[src/rtl/lock_mon_pkg.sv]
package lock_mon_pkg;

  typedef enum logic {
    HS_IDLE    = 1'b0,
    HS_PENDING = 1'b1
  } hs_state_e;

  function automatic int unsigned cnt_width(int unsigned n);
    return (n < 2) ? 1 : $clog2(n);
  endfunction

endpackage

[src/rtl/lock_err_window.sv]
module lock_err_window #(
  parameter int unsigned WIN_LEN   = 4096,
  parameter int unsigned ERR_LIMIT = 16
) (
  input  logic clk,
  input  logic rst,
  input  logic video_i,
  input  logic start_i,
  input  logic err_i,
  output logic over_o
);
  import lock_mon_pkg::*;

  localparam int unsigned CW = cnt_width(WIN_LEN);
  localparam int unsigned EW = cnt_width(ERR_LIMIT + 2);
  localparam logic [CW-1:0] LAST_IDX = CW'(WIN_LEN - 1);
  localparam logic [EW-1:0] LIM      = EW'(ERR_LIMIT);
  localparam logic [EW-1:0] SAT      = EW'(ERR_LIMIT + 1);

  logic [CW-1:0] cyc_q, cyc_idx;
  logic [EW-1:0] err_q, err_base, err_next;
  logic          win_last;

  // A new video phase forces the window back to position zero.
  always_comb begin
    cyc_idx  = start_i ? '0 : cyc_q;
    err_base = start_i ? '0 : err_q;
    win_last = (cyc_idx == LAST_IDX);
    err_next = (err_i && (err_base != SAT)) ? err_base + EW'(1) : err_base;
    over_o   = video_i && err_i && (err_base == LIM);
  end

  always_ff @(posedge clk) begin
    if (rst) begin
      cyc_q <= '0;
      err_q <= '0;
    end else if (video_i) begin
      if (win_last) begin
        cyc_q <= '0;
        err_q <= '0;
      end else begin
        cyc_q <= cyc_idx + CW'(1);
        err_q <= err_next;
      end
    end
  end

  AST_CC_FREEZES_WINDOW: assert property (@(posedge clk) disable iff (rst)
    !video_i |=> ($stable(cyc_q) && $stable(err_q)));

endmodule

[src/rtl/lock_hs_ctrl.sv]
module lock_hs_ctrl (
  input  logic clk,
  input  logic rst,
  input  logic vid_start_i,
  input  logic cc_enter_i,
  input  logic over_i,
  input  logic hs_ok_i,
  input  logic hs_fail_i,
  output logic lock_o,
  output logic req_o
);
  import lock_mon_pkg::*;

  hs_state_e st_q, st_d;
  logic      bad_q, bad_d;
  logic      lock_q, lock_d;
  logic      req_q, req_d;

  always_comb begin
    st_d   = st_q;
    bad_d  = bad_q;
    lock_d = lock_q;
    req_d  = 1'b0;
    if (vid_start_i) begin
      req_d = !bad_q;
      st_d  = bad_q ? HS_IDLE : HS_PENDING;
      bad_d = 1'b0;
    end else if (cc_enter_i) begin
      if (st_q == HS_PENDING) begin
        st_d   = HS_IDLE;
        lock_d = 1'b0;
      end
    end else if (st_q == HS_PENDING) begin
      if (hs_fail_i) begin
        st_d   = HS_IDLE;
        lock_d = 1'b0;
      end else if (hs_ok_i) begin
        st_d   = HS_IDLE;
        lock_d = 1'b1;
      end
    end
    // An over-limit window overrides everything above.
    if (over_i) begin
      lock_d = 1'b0;
      bad_d  = 1'b1;
      st_d   = HS_IDLE;
    end
  end

  always_ff @(posedge clk) begin
    if (rst) begin
      st_q   <= HS_IDLE;
      bad_q  <= 1'b0;
      lock_q <= 1'b0;
      req_q  <= 1'b0;
    end else begin
      st_q   <= st_d;
      bad_q  <= bad_d;
      lock_q <= lock_d;
      req_q  <= req_d;
    end
  end

  assign lock_o = lock_q;
  assign req_o  = req_q;

  AST_OVER_DROPS_LOCK: assert property (@(posedge clk) disable iff (rst)
    over_i |=> !lock_q);

  AST_RISE_NEEDS_OK: assert property (@(posedge clk) disable iff (rst)
    $rose(lock_q) |-> ($past(hs_ok_i) && !$past(hs_fail_i)));

  AST_REQ_SINGLE: assert property (@(posedge clk) disable iff (rst)
    req_q |=> !req_q);

endmodule

[src/rtl/lock_data_hold.sv]
module lock_data_hold #(
  parameter int unsigned DATA_W = 24
) (
  input  logic              clk,
  input  logic              rst,
  input  logic              cc_i,
  input  logic [DATA_W-1:0] data_i,
  output logic [DATA_W-1:0] data_o,
  output logic              cc_q_o
);

  logic [DATA_W-1:0] data_q;
  logic              cc_q;

  always_ff @(posedge clk) begin
    if (rst) begin
      data_q <= '0;
      cc_q   <= 1'b1;
    end else begin
      cc_q <= cc_i;
      if (!cc_i) data_q <= data_i;
    end
  end

  assign data_o = data_q;
  assign cc_q_o = cc_q;

  AST_DATA_FROZEN: assert property (@(posedge clk) disable iff (rst)
    cc_i |=> $stable(data_q));

endmodule

[src/rtl/link_lock_monitor.sv]
module link_lock_monitor #(
  parameter int unsigned WIN_LEN   = 4096,
  parameter int unsigned ERR_LIMIT = 16,
  parameter int unsigned DATA_W    = 24
) (
  input  logic              clk,
  input  logic              rst,
  input  logic              cc_phase_i,
  input  logic              dec_err_i,
  input  logic              hs_ok_i,
  input  logic              hs_fail_i,
  input  logic [DATA_W-1:0] vid_data_i,
  output logic              lock_o,
  output logic              cc_active_o,
  output logic              frame_req_o,
  output logic [DATA_W-1:0] vid_data_o
);

  logic cc_q;
  logic vid_start;
  logic cc_enter;
  logic over;

  assign vid_start = cc_q && !cc_phase_i;
  assign cc_enter  = !cc_q && cc_phase_i;

  lock_data_hold #(.DATA_W(DATA_W)) u_hold (
    .clk    (clk),
    .rst    (rst),
    .cc_i   (cc_phase_i),
    .data_i (vid_data_i),
    .data_o (vid_data_o),
    .cc_q_o (cc_q)
  );

  lock_err_window #(.WIN_LEN(WIN_LEN), .ERR_LIMIT(ERR_LIMIT)) u_win (
    .clk     (clk),
    .rst     (rst),
    .video_i (!cc_phase_i),
    .start_i (vid_start),
    .err_i   (dec_err_i),
    .over_o  (over)
  );

  lock_hs_ctrl u_hs (
    .clk         (clk),
    .rst         (rst),
    .vid_start_i (vid_start),
    .cc_enter_i  (cc_enter),
    .over_i      (over),
    .hs_ok_i     (hs_ok_i),
    .hs_fail_i   (hs_fail_i),
    .lock_o      (lock_o),
    .req_o       (frame_req_o)
  );

  assign cc_active_o = cc_q;

  AST_LOCK_HELD_IN_CC: assert property (@(posedge clk) disable iff (rst)
    (cc_phase_i && cc_active_o) |=> $stable(lock_o));

  AST_REQ_AT_VIDEO_ENTRY: assert property (@(posedge clk) disable iff (rst)
    frame_req_o |-> (!cc_active_o && $past(cc_active_o)));

  AST_CC_FOLLOWS_PHASE: assert property (@(posedge clk) disable iff (rst)
    1'b1 |=> (cc_active_o == $past(cc_phase_i)));

endmodule

[config.mk]
export PLATFORM = sky130hd
export DESIGN_NAME = link_lock_monitor
export DESIGN_NICKNAME = d
export VERILOG_FILES = /design/src/rtl/lock_mon_pkg.sv /design/src/rtl/lock_err_window.sv /design/src/rtl/lock_hs_ctrl.sv /design/src/rtl/lock_data_hold.sv /design/src/rtl/link_lock_monitor.sv
export SDC_FILE = /design/constraint.sdc
export NUM_CORES = 1
export LEC_CHECK = 0
export ABC_AREA = 0
export BUFFER_PORTS_ARGS = -buffer_cell sky130_fd_sc_hd__buf_2
export CAP_MARGIN = 10
export CORE_MARGIN = 3
export CORE_UTILIZATION = 25
export CTS_BUF_LIST = sky130_fd_sc_hd__clkbuf_4 sky130_fd_sc_hd__clkbuf_8
export DETAILED_ROUTE_END_ITERATION = 10
export HOLD_SLACK_MARGIN = 0.12
export PLACE_DENSITY_LB_ADDON = 0.25
export SETUP_SLACK_MARGIN = 0.05
export SYNTH_ARGS = -nofsm -noshare
export SYNTH_HDL_FRONTEND = slang
export SYNTH_SLANG_ARGS = --single-unit
[constraint.sdc]
create_clock -name clk -period 6.5 [get_ports clk]
set_input_delay 1.95 -clock clk [delete_from_list [all_inputs] [get_ports clk]]
set_output_delay 1.95 -clock clk [all_outputs]
set_load 0.005 [all_outputs]
==> results of run 1 <==
-- worst max-delay path by stage --
stage,slack [ns],end,cells after the start,start
3_3_place_gp,1.59,u_win.err_q[3],8,cc_phase_i
2_1_floorplan,2.94,u_win.err_q[2],8,cc_phase_i
6_report,1.93,u_win.err_q[3],8,cc_phase_i
5_1_grt,1.66,u_win.err_q[2],8,cc_phase_i
4_1_cts,1.88,u_win.err_q[3],8,cc_phase_i
3_5_place_dp,1.58,u_win.err_q[3],8,cc_phase_i
-- cell usage after synthesis (all sizes together), types with 2 or more instances --
cell type and number:
a211o 3, a21oi 9, a221oi 2, a22o 4
a22oi 2, a31oi 2, and2 3, and4 2
buf 5, clkbuf 6, dfxtp 46, inv 7
mux2i 25, nand2 9, nand2b 3, nand3 2
nand4 5, nor2 40, nor2b 2, nor3 7
nor4 4, nor4b 3, o211ai 2, o21ai 11
o2bb2ai 2, o41ai 4, or3 2
-- registers in the layout, indices dropped and copies added (netlist names) --
name           flops
u_hold.data_o     24
u_win.cyc_q       12
u_hs.bad_q         1
u_hold.cc_q_o      1
u_win.err_q        5
u_hs.lock_o        1
u_hs.req_o         1
u_hs.st_q          1
-- layout make-up --
cell class,instances,area (um2),share of cell area [%]
clock buffer,6,76.3,2.94
clock inverter,2,37.5,1.44
inverter,7,26.3,1.01
multi-input combinational,162,1130,43.5
sequential,46,921,35.4
tap,102,128,4.91
timing repair buffer,56,280,10.8
-- layer usage --
metal | up-vias | global-route usage [%]
li1 | 924 | -
met1 | 827 | 14.3
met2 | 63 | 16.4
met3 | 4 | 2.86
met4 | 0 | 3.15
met5 | - | 0
-- cells by family after synthesis --
kind of cell	count (synthesis)	share of synthesized area, %
AOI/OAI and AO/OA	49	17.9
buffers and inverters	18	3.42
DFF	46	43.4
muxes	25	11.8
adders and majority gates	2	1.06
xor gates and xnor gates	1	0.413
and+or+nand+nor	85	22.0
-- worst max-delay path, delay by kind of cell --
family / cells / cell delay, ns
simple gates: 3 / 0.91
compound gates: 3 / 0.84
buf+inv: 1 / 0.77
fa+ha+maj: 1 / 0.28
-- where the power goes --
part | total, mW | leakage, nW | switching (mW) | internal (mW)
Combinational | 0.0599 | 0.684 | 0.0321 | 0.0279
Clock | 0.218 | 0.0548 | 0.0992 | 0.119
Sequential | 0.300 | 0.377 | 0.00670 | 0.293
Total | 0.578 | 1.12 | 0.138 | 0.440
-- metrics by stage --
step	hold slack [ns]	cell area [um2]	utilization, %	total power [mW]	setup WS (ns)
final	0.484	2600	32.6	0.578	1.93
after global placement	0.469	2480	31.2	0.367	1.59
after detailed placement	0.475	2480	31.2	0.367	1.58
after global routing	0.514	2600	32.6	0.607	1.66
after CTS	0.490	2600	32.6	0.588	1.88
after floorplan	0.427	2120	-	0.341	2.94
-- cells in the final DEF, fill, tap and decap left out, drive strengths merged, types with 3 or more instances in the layout --
cell,count
and2,3
clkbuf,6
dfxtp,46
nor4b,3
a21oi,9
a22o,4
nand2,9
a211o,3
buf,56
nor2,40
mux2i,25
nor3,7
o41ai,4
nand4,5
nand2b,3
inv,7
o21ai,11
nor4,4
==> PnR_summary.wiki, run 1 <==
{| class="wikitable"
! Metric !! Value
|-
| Cell with the biggest individual delay on the critical path || sky130_fd_sc_hd__buf_2
|-
| Highest Clock Rate || ~220 MHz
|-
| Vias per cell || 4.77
|-
| Highest routing layer actually used || met4
|-
| Unique cell type count in the Yosys netlist || 53
|-
| Gpl congestion || about 0.74
|-
| Leakage || ~1.1 nW
|-
| Highest fanout seen on the critical path || 43
|-
| Fraction of registers with async set/reset || 0%
|-
| Clock tree from TritonCTS || yes
|-
| Wire length of the first global-routing pass || around 8.5 mm
|-
| Nature of the critical path startpoint || input port
|-
| FP Rows || 32
|-
| Post-synthesis cell type with the largest combined area || sky130_fd_sc_hd__dfxtp_1
|-
| Residual antenna-violating net count after detailed routing || 0
|-
| Clk pin slew, worst setup/hold paths || around 0.080 ns
|-
| Required time at the worst-slack endpoint || 6.69 ns
|-
| Maximum number of pins on one net before global-route repair || 44
|-
| CTS sink cnt || 46
|-
| Run status || finished clean
|-
| Setup TNS || 0 ns
|-
| Via count || 1818
|-
| Startpoint of the lowest-slack register-to-register path || u_hold.cc_q_o
|-
| Sequential share of the synthesized area || 43.4%
|-
| Post-CTS setup-driven buffer insertion count || 0
|-
| Max-slew violations || 0
|-
| Final standard cell count with taps included and fillers excluded || 381
|-
| Fill cell instance count of the final layout || 842
|-
| List of cells traversed by the critical path || buf_2 -> nor2b_1 -> nor2_1 -> ha_1 -> nand4_2 -> o41ai_4 -> o21ai_1 -> a22o_1
|-
| Largest voltage drop on the vdd net || about 0.1 mV
|-
| # hold bufs at CTS || 0
|-
| Top post-synthesis cells by area || sky130_fd_sc_hd__dfxtp_1 43%, sky130_fd_sc_hd__mux2i_1 12%, sky130_fd_sc_hd__nor2_1 7.1%, sky130_fd_sc_hd__a21oi_1 2.1%, sky130_fd_sc_hd__o21ai_1 1.9%
|-
| Inserted Clock Buffers || 5
|-
| Met3 Wirelength || around 340 um
|-
| Slew at the pin closest to its max-slew limit || 1.03 ns
|-
| 1st-pass router iterations || 4
|-
| Area Overhead vs Synth || 22.4%
|-
| Number of violations of the max-capacitance limit || 0
|-
| Starting utilization of the core area || approximately a quarter
|-
| Worst min-delay path endpoint || u_hs.req_o
|-
| Min Tclk post-route || approximately 4.6 ns
|-
| Die ar. || between 0.009 and 0.01 mm2
|-
| Kind of end point of the critical path || register
|-
| Met1 layer wirelength in the final routing || approximately 2.4 mm
|-
| Maximum cell stage delay along the critical path || between 0.7 and 0.8 ns
|-
| Fraction of the cycle the final worst path needs || a little over two thirds
|-
| Global routing usage summed across all routing layers || a little over a tenth
|-
| Count of mapped cells out of synthesis || between 200 and 250
|-
| Finish-stage setup viols || 0
|-
| # diodes || 0
|-
| Drc violations || 0
|-
| Ports placed on the boundary || between 50 and 60
|-
| Level count of the clock H-tree || 2
|-
| Reg-to-Reg End || u_win.err_q[4]
|-
| Fraction of final layout cells sized beyond drive strength 1 || between 20 and 30%
|-
| Hold Violations, Final || 0
|-
| Latest clock arrival within the worst-skew pair || around 0.3 ns
|-
| Nets || between 300 and 400
|-
| Worst hold start || u_hs.bad_q
|-
| Cells on Worst Hold Path || 1
|-
| Met2 Wirelength || 2.20 mm
|-
| Arrival time reported for the critical path endpoint || ~4.8 ns
|-
| Root cell of the clock tree || sky130_fd_sc_hd__clkbuf_8
|-
| Most used flip-flop cell after synthesis || sky130_fd_sc_hd__dfxtp_1
|-
| Total of buffers placed on input and output ports || between 50 and 60
|-
| Routed wirelength normalized by instance count || ~13 um
|-
| Number of cells on the worst reg-to-reg path || 7
|-
| Start-to-end type of the worst setup path || input port to register
|-
| Mean instance size in the synthesized netlist || approximately 9.4 um2
|-
| Flop2flop setup slack || roughly 3.7 ns
|-
| Remaining Overflow, GRT || 0
|-
| Drt total wl || between 5 and 6 mm
|-
| Violation count after the first detailed-routing iteration || around 110
|-
| Cell Pwr Density || roughly 220 mW/mm2
|-
| Final HPWL DP || 3.47 mm
|-
| Setup repair after global routing missed its margin || no
|-
| Post-route clock skew || approximately 0.0058 ns
|-
| Worst rel slew slack || between 30 and 40%
|-
| Die outline height || 98.2 um
|-
| Buffer levels on the longest clock path || 2
|-
| Combined area of all synthesized cells || between 0.002 and 0.0025 mm2
|-
| Number of antenna violations at the first check in global routing || 0
|-
| Flops & latches, synth || between 40 and 50
|-
| Number of enable-type register cells in the synthesized netlist || 0
|-
| Number of global-route vias before repair || approximately 1800
|-
| Warnings, synthesis || 0
|-
| Area share of the largest cell type after synthesis || 43.4%
|-
| Instance count after placement with tap cells included || between 300 and 400
|-
| Post-cts sizing count || 0
|-
| Min-Delay Path Class || register to register
|-
| Width of the die || between 90 and 100 um
|-
| Net count after synthesis || 257
|-
| Area of the core || ~0.0080 mm2
|}
Power figures use the tool's default switching activity.
==> run 2: changes to the inputs <==
Clock period 6.5 ns to 3.7 ns, I/O delays scaled along.
==> PnR_summary.wiki, run 2 (synthesized netlist as in run 1, its figures left out) <==
{| class="wikitable"
! Metric !! Value
|-
| Level count of the clock H-tree || 2 (unchanged)
|-
| Cell with the biggest individual delay on the critical path || sky130_fd_sc_hd__o41ai_4
|-
| Worst rel slew slack || 48.4% (+17 points)
|-
| Min Tclk post-route || ~2.8 ns
|-
| Finish-stage setup viols || 0 (unchanged)
|-
| Instance count after placement with tap cells included || 375 (+0.54%)
|-
| Number of global-route vias before repair || 1797 (+0.67%)
|-
| Kind of end point of the critical path || register
|-
| Final standard cell count with taps included and fillers excluded || 383 (+0.52%)
|-
| 1st-pass router iterations || 4 (unchanged)
|-
| Nature of the critical path startpoint || input port
|-
| Setup repair after global routing missed its margin || no
|-
| Maximum cell stage delay along the critical path || 0.50 ns (-0.27 ns)
|-
| Latest clock arrival within the worst-skew pair || 0.30 ns (about the same)
|-
| Setup TNS || 0 ns (unchanged)
|-
| Arrival time reported for the critical path endpoint || 2.96 ns (-1.81 ns)
|-
| Vias per cell || 4.89 (+2.4%)
|-
| Die outline height || 98.2 um (unchanged)
|-
| Final HPWL DP || 3.43 mm (-1.1%)
|-
| Buffer levels on the longest clock path || 2 (unchanged)
|-
| Max-slew violations || 0 (unchanged)
|-
| Remaining Overflow, GRT || 0 (unchanged)
|-
| Leakage || 1.12 nW (+0.19%)
|-
| Crit path buffers/inverters || 1 (unchanged)
|-
| Width of the die || 98.2 um (unchanged)
|-
| Ports placed on the boundary || 57 (unchanged)
|-
| Hold Violations, Final || 0 (unchanged)
|-
| Residual antenna-violating net count after detailed routing || 0 (unchanged)
|-
| Fill cell instance count of the final layout || 827 (-1.8%)
|-
| Post-cts sizing count || 0 (unchanged)
|-
| Largest voltage drop on the vdd net || 0.133 mV (+30%)
|-
| Highest fanout seen on the critical path || 7 (-84%)
|-
| Clock tree from TritonCTS || yes
|-
| Min-Delay Path Class || register to register
|-
| List of cells traversed by the critical path || buf_2 -> nand2b_1 -> and2_1 -> ha_1 -> nand4_2 -> o41ai_4 -> o21ai_2 -> a22o_1
|-
| Wire length of the first global-routing pass || 8.66 mm (+2.2%)
|-
| Routed wirelength normalized by instance count || 13.2 um (-0.13%)
|-
| Fraction of the cycle the final worst path needs || 74.7%
|-
| Cell family contributing the most delay on the critical path || compound AO/OA/AOI/OAI gates
|-
| Flip-flop count of the largest register, all copies and words added || 24 (unchanged)
|-
| Highest Clock Rate || about 360 MHz
|-
| Cell Pwr Density || 368 mW/mm2 (+66%)
|-
| Startpoint of the lowest-slack register-to-register path || u_hold.cc_q_o
|-
| Starting utilization of the core area || 26.6% (unchanged)
|-
| CTS sink cnt || 46 (unchanged)
|-
| Worst hold start || u_hs.bad_q
|-
| Final design utilization || 32.6% (-0.047 points)
|-
| Fraction of final layout cells sized beyond drive strength 1 || 28.1% (+0.52 points)
|-
| Most common cell after layout, fill and taps aside || sky130_fd_sc_hd__buf_2
|-
| Violation count after the first detailed-routing iteration || 106 (-0.93%)
|-
| Nets || 311 (+0.65%)
|-
| Post-route clock skew || 0.0101 ns (+0.00430 ns)
|-
| Start-to-end type of the worst setup path || input port to register
|-
| Number of antenna violations at the first check in global routing || 0 (unchanged)
|-
| Commonest non-fill, non-tap cells in the layout || 56 x sky130_fd_sc_hd__buf_2, 46 x sky130_fd_sc_hd__dfxtp_1, 40 x sky130_fd_sc_hd__nor2_1, 25 x sky130_fd_sc_hd__mux2i_1, 9 x sky130_fd_sc_hd__a21oi_1
|-
| Drt total wl || 5.05 mm (+0.40%)
|-
| Required time at the worst-slack endpoint || 3.90 ns (-2.79 ns)
|-
| Area Overhead vs Synth || 22.2%
|-
| # hold bufs at CTS || 0 (unchanged)
|-
| Post-CTS setup-driven buffer insertion count || 0 (unchanged)
|-
| Number of violations of the max-capacitance limit || 0 (unchanged)
|-
| Gpl congestion || 0.772 (+4.0%)
|-
| Via count || 1872 (+3.0%)
|-
| Clk pin slew, worst setup/hold paths || 0.09 ns (about the same)
|-
| Root cell of the clock tree || sky130_fd_sc_hd__clkbuf_8
|-
| Total of buffers placed on input and output ports || 56 (unchanged)
|-
| Run status || finished clean
|-
| Slew at the pin closest to its max-slew limit || 0.773 ns (-0.258 ns)
|-
| Critical path origin || cc_phase_i
|-
| FP Rows || 32 (unchanged)
|-
| Drc violations || 0 (unchanged)
|-
| Inserted Clock Buffers || 5 (unchanged)
|-
| Maximum number of pins on one net before global-route repair || 42 (-4.5%)
|-
| # diodes || 0 (unchanged)
|-
| Global routing usage summed across all routing layers || 10.8% (+0.24 points)
|-
| Area of the core || 0.00797 mm2 (unchanged)
|-
| Die ar. || 0.00964 mm2 (unchanged)
|}
==> run 2: changes by cell type in the layout (fill, tap and decap cells not counted), sizes merged <==
| cell | previous run | this run |
|---|---|---|
| clkinv | 0 | 1 |
| bufinv | 1 | 0 |
| buf | 56 | 58 |
==> run 2: worst register-to-register path, cell delays in order (launching register included) <==
cell and delay (ns):
sky130_fd_sc_hd__dfxtp_1 0.50, sky130_fd_sc_hd__nand2b_1 0.27, sky130_fd_sc_hd__and2_1 0.16, sky130_fd_sc_hd__ha_1 0.26, sky130_fd_sc_hd__nand4_2 0.29, sky130_fd_sc_hd__o41ai_4 0.50
sky130_fd_sc_hd__o21ai_2 0.11, sky130_fd_sc_hd__a22o_1 0.24
==> run 2: where the power goes <==
part	internal, mW	total [mW]	switching, mW	leakage (nW)
clock	0.150	0.322	0.172	0.0472
combinational	0.0500	0.106	0.0564	0.693
sequential	0.515	0.527	0.0125	0.377
==> run 2: layout make-up <==
cell class | count | area (um2) | area share, %
tap | 102 | 128 | 4.92
timing repair buffer | 58 | 295 | 11.4
clock buffer | 6 | 82.6 | 3.18
multi-input combinational | 162 | 1130 | 43.5
clock inverter | 2 | 12.5 | 0.482
sequential | 46 | 921 | 35.5
inverter | 7 | 26.3 | 1.01
==> run 2: path summary, 6_finish.rpt <==
path	to	slack, ns	cells past startpoint
worst max-delay path	u_win.err_q[2]	0.94	8
worst min-delay path	u_hs.req_o	0.47	1
worst max register to register	u_win.err_q[2]	1.28	7
worst min register to register	u_hs.req_o	0.47	1
==> run 2: through the flow <==
stage	area [um2]	hold slack (ns)	setup WS, ns	total power, mW
finish	2590	0.474	0.935	0.956
global route	2590	0.520	0.791	1.01
CTS	2590	0.481	0.933	0.977
detailed placement	2500	0.454	0.605	0.647
global placement	2500	0.469	0.655	0.646
floorplan	2120	0.427	0.982	0.599
==> run 2: metal layers <==
layer	share of wire, %	routed length [um]	up-vias	global-route usage, %
li1	-	-	928	-
met4	1.1	57	0	3.15
met2	44	2210	64	17.2
met5	0	0	-	0
met3	7.7	389	8	4.00
met1	47	2390	872	13.6
